**src/rtl/rom_walk_pkg.sv**
```systemverilog
`timescale 1ns/1ps
package rom_walk_pkg;

    typedef enum logic [2:0] {
        W_IDLE,
        W_CHECK,
        W_LEN,
        W_ATTR,
        W_EMIT
    } walk_state_e;

    // Attribute byte: bit 7 type, bit 6 disabled, bits 5:0 index
    typedef struct packed {
        logic       is_port;
        logic       disabled;
        logic [5:0] index;
    } attr_t;

    localparam int unsigned HDR_BYTES = 2;

endpackage

```
**src/rtl/rom_walk_decode.sv**
```systemverilog
`timescale 1ns/1ps
module rom_walk_decode
    import rom_walk_pkg::*;
(
    input  logic [7:0] attr_byte,
    input  logic [5:0] max_port,
    output logic [5:0] index,
    output logic       is_port,
    output logic       disabled,
    output logic       skip
);
    attr_t a;

    always_comb begin
        a        = attr_t'(attr_byte);
        index    = a.index;
        is_port  = a.is_port;
        disabled = a.is_port & a.disabled;
        skip     = a.is_port && (a.index > max_port);
    end
endmodule

```
**src/rtl/rom_walk_bounds.sv**
```systemverilog
`timescale 1ns/1ps
module rom_walk_bounds
    import rom_walk_pkg::*;
#(
    parameter int POS_W = 17
) (
    input  logic [POS_W-1:0] pos,
    input  logic [POS_W-1:0] size,
    input  logic [7:0]       len,
    output logic             at_end,
    output logic             tail_short,
    output logic             len_bad
);
    localparam int EXT_W = POS_W + 1;

    logic [EXT_W-1:0] pos_x;
    logic [EXT_W-1:0] size_x;
    logic [EXT_W-1:0] reach_x;

    always_comb begin
        pos_x      = {1'b0, pos};
        size_x     = {1'b0, size};
        reach_x    = pos_x + EXT_W'(len);
        at_end     = (pos == size);
        tail_short = (pos > size) || ((pos_x + EXT_W'(1)) == size_x);
        len_bad    = (len < 8'(HDR_BYTES)) || (reach_x > size_x);
    end
endmodule

```
**src/rtl/rom_entry_walker.sv**
```systemverilog
`timescale 1ns/1ps
module rom_entry_walker
    import rom_walk_pkg::*;
#(
    parameter int LEN_W     = 16,
    parameter int START_POS = 22,
    parameter int DATA_BASE = 13
) (
    input  logic               clk,
    input  logic               rst_n,
    input  logic               start,
    input  logic [LEN_W-1:0]   data_len,
    input  logic [5:0]         max_port,
    output logic               mem_rd,
    output logic [LEN_W:0]     mem_addr,
    input  logic [7:0]         mem_rdata,
    output logic               rec_valid,
    input  logic               rec_ready,
    output logic [LEN_W:0]     rec_pos,
    output logic [7:0]         rec_len,
    output logic [7:0]         rec_body_len,
    output logic [5:0]         rec_index,
    output logic               rec_is_port,
    output logic               rec_disabled,
    output logic               busy,
    output logic               done,
    output logic               overrun
);
    localparam int POS_W = LEN_W + 1;
    localparam logic [POS_W-1:0] START_P = POS_W'(START_POS);
    localparam logic [POS_W-1:0] BASE_P  = POS_W'(DATA_BASE);

    typedef struct packed {
        walk_state_e       st;
        logic [POS_W-1:0]  pos;
        logic [POS_W-1:0]  size;
        logic [7:0]        len;
        logic [7:0]        attr;
        logic              done;
        logic              ovr;
    } walk_regs_t;

    walk_regs_t r_q, r_d;

    logic [7:0]       dec_in;
    logic [5:0]       dec_index;
    logic             dec_port;
    logic             dec_dis;
    logic             dec_skip;
    logic [7:0]       bnd_len;
    logic             at_end;
    logic             tail_short;
    logic             len_bad;
    logic [POS_W-1:0] next_pos;
    logic [POS_W-1:0] size_w;

    assign dec_in   = (r_q.st == W_ATTR) ? mem_rdata : r_q.attr;
    assign bnd_len  = (r_q.st == W_LEN) ? mem_rdata : r_q.len;
    assign next_pos = r_q.pos + POS_W'(r_q.len);
    assign size_w   = r_q.size;

    rom_walk_decode u_decode (
        .attr_byte (dec_in),
        .max_port  (max_port),
        .index     (dec_index),
        .is_port   (dec_port),
        .disabled  (dec_dis),
        .skip      (dec_skip)
    );

    rom_walk_bounds #(.POS_W(POS_W)) u_bounds (
        .pos        (r_q.pos),
        .size       (r_q.size),
        .len        (bnd_len),
        .at_end     (at_end),
        .tail_short (tail_short),
        .len_bad    (len_bad)
    );

    always_comb begin
        r_d      = r_q;
        r_d.done = 1'b0;
        r_d.ovr  = 1'b0;
        mem_rd   = 1'b0;
        mem_addr = r_q.pos;
        unique case (r_q.st)
            W_IDLE: begin
                if (start) begin
                    r_d.pos  = START_P;
                    r_d.size = {1'b0, data_len} + BASE_P;
                    r_d.st   = W_CHECK;
                end
            end
            W_CHECK: begin
                if (at_end) begin
                    r_d.done = 1'b1;
                    r_d.st   = W_IDLE;
                end else if (tail_short) begin
                    r_d.ovr = 1'b1;
                    r_d.st  = W_IDLE;
                end else begin
                    mem_rd = 1'b1;
                    r_d.st = W_LEN;
                end
            end
            W_LEN: begin
                r_d.len = mem_rdata;
                if (len_bad) begin
                    r_d.ovr = 1'b1;
                    r_d.st  = W_IDLE;
                end else begin
                    mem_rd   = 1'b1;
                    mem_addr = r_q.pos + POS_W'(1);
                    r_d.st   = W_ATTR;
                end
            end
            W_ATTR: begin
                r_d.attr = mem_rdata;
                if (dec_skip) begin
                    r_d.pos = next_pos;
                    r_d.st  = W_CHECK;
                end else begin
                    r_d.st = W_EMIT;
                end
            end
            W_EMIT: begin
                if (rec_ready) begin
                    r_d.pos = next_pos;
                    r_d.st  = W_CHECK;
                end
            end
            default: r_d.st = W_IDLE;
        endcase
    end

    always_ff @(posedge clk or negedge rst_n) begin
        if (!rst_n) begin
            r_q <= '{st: W_IDLE, pos: '0, size: '0, len: '0, attr: '0,
                     done: 1'b0, ovr: 1'b0};
        end else begin
            r_q <= r_d;
        end
    end

    assign rec_valid    = (r_q.st == W_EMIT);
    assign rec_pos      = r_q.pos;
    assign rec_len      = r_q.len;
    assign rec_body_len = r_q.len - 8'(HDR_BYTES);
    assign rec_index    = dec_index;
    assign rec_is_port  = dec_port;
    assign rec_disabled = dec_dis;
    assign busy         = (r_q.st != W_IDLE);
    assign done         = r_q.done;
    assign overrun      = r_q.ovr;

endmodule

```
**config.mk**
```make
export PLATFORM = sky130hd
export DESIGN_NAME = rom_entry_walker
export DESIGN_NICKNAME = d
export VERILOG_FILES = /design/src/rtl/rom_walk_pkg.sv /design/src/rtl/rom_walk_decode.sv /design/src/rtl/rom_walk_bounds.sv /design/src/rtl/rom_entry_walker.sv
export SDC_FILE = /design/constraint.sdc
export NUM_CORES = 1
export LEC_CHECK = 0
export BUFFER_PORTS_ARGS = -buffer_cell sky130_fd_sc_hd__buf_2
export CAP_MARGIN = 20
export CORE_ASPECT_RATIO = 0.5
export CORE_MARGIN = 1
export CORE_UTILIZATION = 62
export CTS_CLUSTER_DIAMETER = 40
export CTS_CLUSTER_SIZE = 14
export DETAILED_ROUTE_END_ITERATION = 7
export PLACE_DENSITY = 0.88
export SETUP_SLACK_MARGIN = 0.2
export SLEW_MARGIN = 20
export SYNTH_ARGS = -nofsm -noshare
export SYNTH_HDL_FRONTEND = slang
export SYNTH_SLANG_ARGS = --single-unit
```
**constraint.sdc**
```tcl
create_clock -name clk -period 11.9 [get_ports clk]
set_clock_uncertainty 0.1 [all_clocks]
set_input_delay 2.38 -clock clk [delete_from_list [all_inputs] [get_ports clk]]
set_output_delay 2.38 -clock clk [all_outputs]
set_load 0.01 [all_outputs]
```
==> metrics.md, run 1 <==
| Metric | Value |
|---|---|
| FF+latch count, synth | `55` |
| Fraction of layout cells with a size suffix above 1 | `19.0%` |
| Layout area overhead | `7.72%` |
| DRC | `0` |
| Netlist cell types | `66` |
| Post-synth ARST share | `100%` |
| Die area | `0.00921 sq mm` |
| Pin count of the biggest net entering global routing | `56` |
| TritonCTS Buffers | `5` |
| Ant. Diodes | `0` |
| Syn. warnings | `0` |
| Final Critical Period | `9.95 ns` |
| Starting density of the core | `66.1%` |
| DRT antenna net count | `0` |
| Run status | `finished clean` |
| Max H-tree Level | `2` |
| CTS clock-pin slew for the worst setup and hold paths | `0.08 ns` |
| Fin Setup TNS | `0 ns` |
| Hold Vio Cnt, Final | `0` |
| Number of max-cap violations | `0` |
| Crit Path Max Fanout | `19` |
| Critical Path End Type | `primary output` |
| Startpoint types | `input port` |
| Hold buffer count at cts | `0` |
| Wirelength per Cell | `17.3 um` |
| Fill cells | `624` |
| Cell Area, Synth | `0.00546 sq mm` |
| Port bufs | `96` |
| Most common cell after layout, fill and taps aside | `buf_2` |
| GPL Wtd Cong | `0.974` |
| Drt first pass iters | `5` |
| Post-CTS Setup Bufs | `0` |
| Initial antenna violation count | `0` |
| Multi-input gate area | `0.00354 sq mm` |
| CTS tree | `done` |
| VDD IR max | `0.183 mV` |
| Slew at the pin closest to its max-slew limit | `0.871 ns` |
| Vias in the first global route | `4395` |
| PostCTS Resize Cnt | `0` |
| Via-per-instance ratio | `6.16` |
| Die H | `68.4 um` |
| Vias | `5000` |
| Detailed Place HPWL | `10900 um` |
| Clock Latency Late Sink | `0.30 ns` |
| CP Data Arrival Time | `7.47 ns` |
| Sequential fraction of the synthesis area | `25.2%` |
| RSZ-0062 raised after global routing | `false` |
| Synth Instances | `647` |
| Avg Cell Area, Syn | `8.44 sq um` |
| Iter 0 DRT Violations | `520` |
| Top FF cell, synth | `dfrtp_1` |
| Commonest cells after routing, fill and taps aside | `96 x buf_2, 59 x ha_1, 55 x dfrtp_1, 51 x nor2_1, 51 x nand2_1` |
| Rel. slew slack | `41.7%` |
| Clk root buf | `clkbuf_16` |
| Top-Level Pins | `97` |
| Max Slew Vio Count | `0` |
| Site row count | `23` |
| Maximum clock rate | `0.101 GHz` |
| Fin crit share | `83.6%` |
| GR Util All Layers | `31.1%` |
| Core ar. | `0.00826 sq mm` |
| Area occupied by registers | `0.00138 sq mm` |
| First-pass GRT wire length | `21700 um` |
| Syn_nets | `742` |
| WP data required | `9.42 ns` |
| Die Span X | `135 um` |
| Setup-failing EPs final | `0` |
| Clock Tree Buf Depth | `2` |
| Flop2flop setup slack | `6.04 ns` |
| GR Overflow Total | `0` |
| Worst Hold Class | `flip-flop to flip-flop` |
| P per Cell Area | `278 mW/mm^2` |
| Total power draw | `1.64 mW` |
| Leak Pwr | `2.92 nW` |
| Post-synth EDFFs | `0` |
| Drt total wl | `14100 um` |
| Clk sinks | `55` |
| Nets | `794` |
| Crit path kind | `input port to primary output` |
## power breakdown
part | switching [mW] | internal (mW)
clock network | 0.0733 | 0.0856
logic | 0.641 | 0.464
registers | 0.114 | 0.259
## area by class of cell
cell class / instances / area share (%)
Clock inverter: 2 / 0.298
Inverter: 47 / 3.00
Multi-Input combinational cell: 492 / 60.1
Sequential cell: 55 / 23.4
Tap cell: 112 / 2.38
Clock buffer: 6 / 2.36
Timing Repair Buffer: 98 / 8.42
## stage by stage
stage,hold WS (ns),worst slack (ns),area [sq um],util (%),std cells
after floorplan,0.365,3.12,5460,-,647
after global placement,0.377,2.27,5730,69.3,804
after detailed placement,0.388,2.02,5730,69.3,804
after CTS,0.409,2.02,5880,71.2,812
after global routing,0.428,1.52,5880,71.2,812
final,0.409,1.95,5880,71.2,812
## cells by family (layout without fill, tap and decap cells)
logic type                 after synthesis  in the layout  synth area share (%)
AOI/OAI and AO/OA                      140            140                  16.3
xor gates and xnor gates                76             76                  12.3
adders and majority gates               61             61                  14.2
buffers and inverters                  100            153                  10.0
DFF                                     55             55                  25.2
muxes                                   17             17                  3.39
and+or+nand+nor                        198            198                  18.5
## synth_stat cells, types with 3 or more instances
| library cell | number | share of area [%] |
|---|---|---|
| ha_1 | 59 | 14 |
| dfrtp_1 | 55 | 25 |
| nand2_1 | 51 | 3.5 |
| nor2_1 | 51 | 3.5 |
| inv_1 | 47 | 3.2 |
| o21ai_0 | 44 | 4.0 |
| xnor2_1 | 39 | 6.3 |
| xor2_1 | 36 | 5.8 |
| buf_4 | 34 | 4.7 |
| a21oi_1 | 26 | 2.4 |
| nand3_1 | 21 | 1.9 |
| nor3_1 | 19 | 1.7 |
| a21o_1 | 13 | 1.8 |
| nand4_1 | 13 | 1.5 |
| mux2_2 | 12 | 2.5 |
| a31oi_1 | 9 | 1.0 |
| clkbuf_1 | 9 | 0.62 |
| o31ai_1 | 9 | 1.2 |
| a211oi_1 | 6 | 0.82 |
| and4_1 | 5 | 0.80 |
| mux2i_1 | 5 | 0.92 |
| nand2b_1 | 5 | 0.57 |
| buf_6 | 4 | 0.82 |
| nor2b_1 | 4 | 0.46 |
| or2_2 | 4 | 0.46 |
| or3_1 | 4 | 0.46 |
| a221o_1 | 3 | 0.55 |
| and3_1 | 3 | 0.34 |
| buf_2 | 3 | 0.27 |
| nand4_2 | 3 | 0.69 |
| o21a_1 | 3 | 0.41 |
| o41ai_1 | 3 | 0.48 |
## path summary, 6_finish.rpt
check                              from            to  depth (start not counted)
max                        mem_rdata[0]  mem_addr[14]                         21
min                              r_q[8]        r_q[8]                          1
max reg2reg                     r_q[54]       r_q[53]                         19
min reg2reg                      r_q[8]        r_q[8]                          1
max in group asynchronous         rst_n    size_w[10]                          2
min in group asynchronous         rst_n    rec_pos[3]                          2
## worst max-delay path: stages
cell and delay (ns):
buf_2 0.10, mux2_2 0.17, ha_1 0.19, inv_1 0.06
fa_1 0.40, nor2b_1 0.13, o21ai_0 0.10, a21boi_0 0.26
o21ai_0 0.14, a211o_1 0.36, nor3_1 0.25, xor2_1 0.10
ha_1 0.31, nand4_1 0.15, or4_1 0.49, o32ai_1 0.17
a21o_1 0.17, nand4_1 0.69, nor3_1 0.48, xor2_1 0.20
buf_2 0.17
## routing by layer
layer  routed length (um)  share of wire (%)  track usage [%]
met1                 6490                 46             43.2
met2                 5860                 42             48.0
met3                 1460                 10             7.70
met4                  269                1.9             9.13
met5                    0                  0                0
## registers in the layout, summed over array words and instances (netlist names)
signal / count
done: 1
rec_len: 8
overrun: 1
size_w: 17
rec_pos: 17
r_q: 11
No activity file was read; power rests on OpenSTA's default activity.
==> run 2, diff against run 1 <==
- CORE_UTILIZATION: 62 -> 58
- PLACE_DENSITY: 0.88 -> 0.83
- clock period: 11.9 -> 9.7 ns (I/O delays scaled with it)
==> metrics.md, run 2 (synthesis results as in run 1) <==
| Metric | Value |
|---|---|
| Clk pwr share | `9.3% (-0.4 points)` |
| Fin Setup TNS | `0 ns (unchanged)` |
| Failing checks | `DRC` |
| Maximum clock rate | `0.119 GHz` |
| Fraction of layout cells with a size suffix above 1 | `19.0% (unchanged)` |
| Hold Vio Cnt, Final | `0 (unchanged)` |
| Die Span X | `139 um (+3.3%)` |
| Delay-heaviest family, CP | `simple AND/OR/NAND/NOR gates` |
| GR Overflow Total | `0 (unchanged)` |
| Commonest cells after routing, fill and taps aside | `96 x buf_2, 59 x ha_1, 55 x dfrtp_1, 51 x nor2_1, 51 x nand2_1` |
| Slowest stage delay, CP | `0.50 ns (-0.19 ns)` |
| Max H-tree Level | `2 (unchanged)` |
| WP data required | `7.66 ns (-1.76 ns)` |
| Max Slew Vio Count | `0 (unchanged)` |
| Clk sinks | `55 (unchanged)` |
| Critical-path cell list | `buf_2, mux2_2, ha_1, inv_1, fa_1, nor2b_1, o21ai_0, a21boi_0, o21ai_0, a211o_1, nor3_1, xor2_1, ha_1, nand4_1, or4_1, o32ai_1, a21o_1, nand4_1, buf_4, nor3_1, xor2_1, buf_2` |
| Worst Hold Class | `flip-flop to flip-flop` |
| Startpoint types | `input port` |
| Drt total wl | `14400 um (+2.1%)` |
| Switching share of power | `50.8% (+0.23 points)` |
| VDD IR max | `0.206 mV (+13%)` |
| Buffers and inverters on the worst path | `4 (+1)` |
| Nets | `795 (+0.13%)` |
| Wirelength per Cell | `17.6 um (+1.5%)` |
| Fin crit share | `86.9%` |
| Critical Path End Type | `primary output` |
| Initial antenna violation count | `0 (unchanged)` |
| Drt first pass iters | `8 (+3)` |
| Comb power frac | `67.7% (+0.2 points)` |
| Ant. Diodes | `0 (unchanged)` |
| Port bufs | `96 (unchanged)` |
| RSZ-0062 raised after global routing | `false` |
| Via-per-instance ratio | `6.07 (-1.4%)` |
| Crit path kind | `input port to primary output` |
| Layout area overhead | `7.72% (unchanged)` |
| Run status | `complete, but fails checks` |
| DRC | `4 (+4)` |
| P per Cell Area | `341 mW/mm^2 (+22%)` |
| First-pass GRT wire length | `23100 um (+6.6%)` |
| Slew at the pin closest to its max-slew limit | `0.902 ns (+0.0310 ns)` |
| TritonCTS Buffers | `5 (unchanged)` |
| Post-CTS Setup Bufs | `0 (unchanged)` |
| Clk root buf | `clkbuf_16` |
| Die H | `70.6 um (+3.3%)` |
| GR Util All Layers | `30.0% (-1.1 points)` |
| Register share of total power | `23.0% (+0.2 points)` |
| Starting density of the core | `61.2% (-4.9 points)` |
| Vias in the first global route | `4584 (+4.3%)` |
| Pin count of the biggest net entering global routing | `56 (unchanged)` |
| Number of max-cap violations | `0 (unchanged)` |
| GPL Wtd Cong | `0.927 (-4.8%)` |
| PostCTS Resize Cnt | `0 (unchanged)` |
| Top-Level Pins | `97 (unchanged)` |
| Final Critical Period | `8.43 ns` |
| Die area | `0.00983 sq mm (+6.7%)` |
| Internal power consumption | `0.986 mW (+22%)` |
| Core ar. | `0.00892 sq mm (+8.0%)` |
| DRT antenna net count | `0 (unchanged)` |
| CP Data Arrival Time | `6.39 ns (-1.08 ns)` |
| Cell area after layout | `0.00588 sq mm (unchanged)` |
| Crit Path Max Fanout | `19 (unchanged)` |
| CTS clock-pin slew for the worst setup and hold paths | `0.08 ns (about the same)` |
| Psw | `1.02 mW (+23%)` |
| DP Area | `0.00574 sq mm (+0.24%)` |
| Hold buffer count at cts | `0 (unchanged)` |
| Leak Pwr | `2.91 nW (-0.11%)` |
| CP max stage cell | `or4_1` |
| Most common cell after layout, fill and taps aside | `buf_2` |
| Detailed Place HPWL | `11100 um (+1.2%)` |
| Clock Latency Late Sink | `0.31 ns (about the same)` |
| Vias | `4960 (-0.80%)` |
| Iter 0 DRT Violations | `424 (-18%)` |
| Clock Tree Buf Depth | `2 (unchanged)` |
| Post-layout util | `66.0% (-5.3 points)` |
| CTS tree | `done` |
| Site row count | `24 (+4.3%)` |
| Rel. slew slack | `39.6% (-2.1 points)` |
| Setup-failing EPs final | `0 (unchanged)` |
[run 2: layout make-up]
| cell class | instances | area (sq um) |
|---|---|---|
| multi-input combinational | 492 | 3540 |
| timing repair buffer | 99 | 503 |
| clock buffer | 5 | 125 |
| fill | 760 | 3040 |
| inverter | 47 | 176 |
| clock inverter | 2 | 17.5 |
| sequential | 55 | 1380 |
| tap | 117 | 146 |
[run 2: worst paths after layout]
kind                                    from     endpoint  slack (ns)  depth (start not counted)
worst min-delay path                  r_q[8]       r_q[8]        0.40                          1
max in group asynchronous              rst_n   rec_pos[9]        7.35                          2
worst max-delay path            mem_rdata[0]  mem_addr[7]        1.27                         22
min in group asynchronous              rst_n   rec_len[0]        1.67                          2
worst max register to register       r_q[54]      overrun        4.32                         20
worst min register to register        r_q[8]       r_q[8]        0.40                          1
[run 2: routing by layer]
metal | up-vias | routed length [um] | GRT usage (%)
met5 | - | 0 | 0
met4 | 0 | 208 | 7.28
met3 | 28 | 1250 | 5.96
met2 | 234 | 6060 | 46.1
met1 | 2329 | 6870 | 43.6
li1 | 2369 | - | -
[run 2: stage by stage]
stage | std cells | worst slack, ns | hold slack (ns) | power [mW]
6_report | 817 | 1.27 | 0.400 | 2.00
5_1_grt | 817 | 0.870 | 0.429 | 2.18
4_1_cts | 817 | 1.32 | 0.403 | 1.99
3_5_place_dp | 810 | 1.34 | 0.384 | 1.79
3_3_place_gp | 810 | 1.49 | 0.375 | 1.73
2_1_floorplan | 647 | 1.80 | 0.365 | 1.48
[run 2: power groups by stage]
stage	combinational, mW	clock (mW)	sequential (mW)
6_report	1.36	0.186	0.461
2_1_floorplan	1.08	0	0.399
3_3_place_gp	1.27	0	0.454
3_5_place_dp	1.33	0	0.458
4_1_cts	1.35	0.188	0.456
5_1_grt	1.51	0.196	0.472
==> run 3, diff against run 2 <==
- GPL_TIMING_DRIVEN: default -> 0
==> metrics.md, run 3 (synthesis results as in run 1) <==
| Metric | Value |
|---|---|
| Run status | `complete, but fails checks` |
| Failing checks | `DRC` |
| Most common cell after layout, fill and taps aside | `buf_2` |
| Critical-path cell list | `buf_2, mux2_2, ha_1, inv_1, fa_1, nor2b_1, o21ai_0, a21boi_0, o21ai_0, a211o_1, nor3_1, xor2_1, ha_1, nand4_1, or4_1, o32ai_1, a21o_1, nand4_1, buf_2, nor2_1, xor2_1, buf_2` |
| CP Data Arrival Time | `7.04 ns (+0.65 ns)` |
| CP max stage cell | `nand4_1` |
| Psw | `1.03 mW (+1.0%)` |
| Fraction of layout cells with a size suffix above 1 | `23.0% (+4.0 points)` |
| Comb power frac | `69.4% (+1.7 points)` |
| Die Span X | `139 um (unchanged)` |
| CP most frequent cell | `buf_2` |
| Rel. slew slack | `45.0% (+5.4 points)` |
| Clk sinks | `55 (unchanged)` |
| Post-CTS Setup Bufs | `0 (unchanged)` |
| First-pass GRT wire length | `23800 um (+3.0%)` |
| Detailed Place HPWL | `11600 um (+5.1%)` |
| Startpoint types | `input port` |
| Vias | `5035 (+1.5%)` |
| Number of max-cap violations | `0 (unchanged)` |
| Clock Tree Buf Depth | `2 (unchanged)` |
| Iter 0 DRT Violations | `494 (+17%)` |
| Vias in the first global route | `4657 (+1.6%)` |
| Non-filler instance count after layout | `868 (+6.2%)` |
| Clk root buf | `clkbuf_16` |
| Hold buffer count at cts | `0 (unchanged)` |
| GR Util All Layers | `31.0% (+1.0 points)` |
| Top-Level Pins | `97 (unchanged)` |
| # placed instances | `860 (+6.2%)` |
| Crit Path Max Fanout | `10 (-9)` |
| Final Critical Period | `9.08 ns (+0.650 ns)` |
| Place WS | `0.742 ns (-0.595 ns)` |
| Maximum clock rate | `0.110 GHz (-7.2%)` |
| Via-per-instance ratio | `5.80 (-4.5%)` |
| Ant. Diodes | `0 (unchanged)` |
| Die H | `70.6 um (unchanged)` |
| Drt total wl | `14700 um (+2.0%)` |
| GPL Wtd Cong | `0.970 (+4.6%)` |
| Commonest cells after routing, fill and taps aside | `98 x buf_2, 59 x ha_1, 55 x dfrtp_1, 51 x nor2_1, 51 x nand2_1` |
| DRT antenna net count | `0 (unchanged)` |
| P per Cell Area | `335 mW/mm^2 (-1.8%)` |
| Delay-heaviest family, CP | `simple AND/OR/NAND/NOR gates` |
| VDD IR max | `0.206 mV (about the same)` |
| WP data required | `7.66 ns (about the same)` |
| Fin Setup TNS | `0 ns (unchanged)` |
| TritonCTS Buffers | `5 (unchanged)` |
| Critical Path End Type | `primary output` |
| Layout area overhead | `14.4%` |
| Hold Vio Cnt, Final | `0 (unchanged)` |
| Starting density of the core | `61.2% (unchanged)` |
| Max Slew Vio Count | `0 (unchanged)` |
| Drt first pass iters | `8 (unchanged)` |
| Max H-tree Level | `2 (unchanged)` |
| Site row count | `24 (unchanged)` |
| Nets | `845 (+6.3%)` |
| Post-layout util | `70.1% (+4.1 points)` |
| Internal power consumption | `1.06 mW (+7.7%)` |
| DRC | `5 (+1)` |
| Worst Hold Class | `flip-flop to flip-flop` |
| Worst Setup Slack, final | `0.623 ns (-0.650 ns)` |
| Switching share of power | `49.2% (-1.6 points)` |
| Slowest stage delay, CP | `0.56 ns (+0.06 ns)` |
| Crit path kind | `input port to primary output` |
| Pin count of the biggest net entering global routing | `56 (unchanged)` |
| Fin crit share | `93.6% (+6.7 points)` |
| Clk pwr share | `9.5% (+0.2 points)` |
| Total power draw | `2.09 mW (+4.3%)` |
| Wirelength per Cell | `16.9 um (-4.0%)` |
| CTS tree | `done` |
| GR Overflow Total | `0 (unchanged)` |
| Slew at the pin closest to its max-slew limit | `0.823 ns (-0.0793 ns)` |
| Buffers and inverters on the worst path | `4 (unchanged)` |
| Setup-failing EPs final | `0 (unchanged)` |
| Register share of total power | `21.2% (-1.8 points)` |
| Clock Latency Late Sink | `0.31 ns (about the same)` |
| Initial antenna violation count | `0 (unchanged)` |
| Core ar. | `0.00892 sq mm (unchanged)` |
| Leak Pwr | `3.14 nW (+7.7%)` |
| RSZ-0062 raised after global routing | `false` |
| Die area | `0.00983 sq mm (unchanged)` |
| Port bufs | `96 (unchanged)` |
| CTS clock-pin slew for the worst setup and hold paths | `0.08 ns (about the same)` |
| PostCTS Resize Cnt | `0 (unchanged)` |
[run 3: power groups by stage]
stage	logic, mW	clock network, mW	registers (mW)
4_1_cts	1.44	0.198	0.438
3_5_place_dp	1.43	0	0.441
5_1_grt	1.63	0.205	0.453
2_1_floorplan	1.08	0	0.399
6_report	1.45	0.198	0.443
3_3_place_gp	1.38	0	0.439
[run 3: final cells by class]
| class | count | area (sq um) |
|---|---|---|
| repair buffers | 96 | 483 |
| well taps | 117 | 146 |
| clock buffers | 6 | 139 |
| inverters | 47 | 176 |
| fillers | 696 | 2670 |
| flip-flops and latches | 55 | 1380 |
| plain buffers | 53 | 370 |
| multi-input cells | 492 | 3540 |
| clock inverters | 2 | 20.0 |
[run 3: per-layer routing]
layer  GRT usage (%)  share of wire, %
met1            46.2                48
met2            48.5                42
met3            5.28               9.2
met4            4.07              0.68
met5               0                 0
[run 3: stage by stage]
stage                     area, sq um  hold WS [ns]
after global routing             6250         0.430
after detailed placement         6090         0.382
final                            6250         0.400
after floorplan                  5460         0.365
after global placement           6090         0.376
after CTS                        6250         0.401
[run 3: worst paths after layout]
kind | start | endpoint | slack, ns | cells past startpoint
min in group asynchronous | rst_n | rec_len[0] | 1.57 | 1
max in group asynchronous | rst_n | size_w[3] | 7.42 | 1
hold reg to reg | r_q[8] | r_q[8] | 0.40 | 1
setup / recovery | mem_rdata[0] | mem_addr[9] | 0.62 | 22
setup reg to reg | r_q[54] | r_q[53] | 3.78 | 22
hold / removal | r_q[8] | r_q[8] | 0.40 | 1
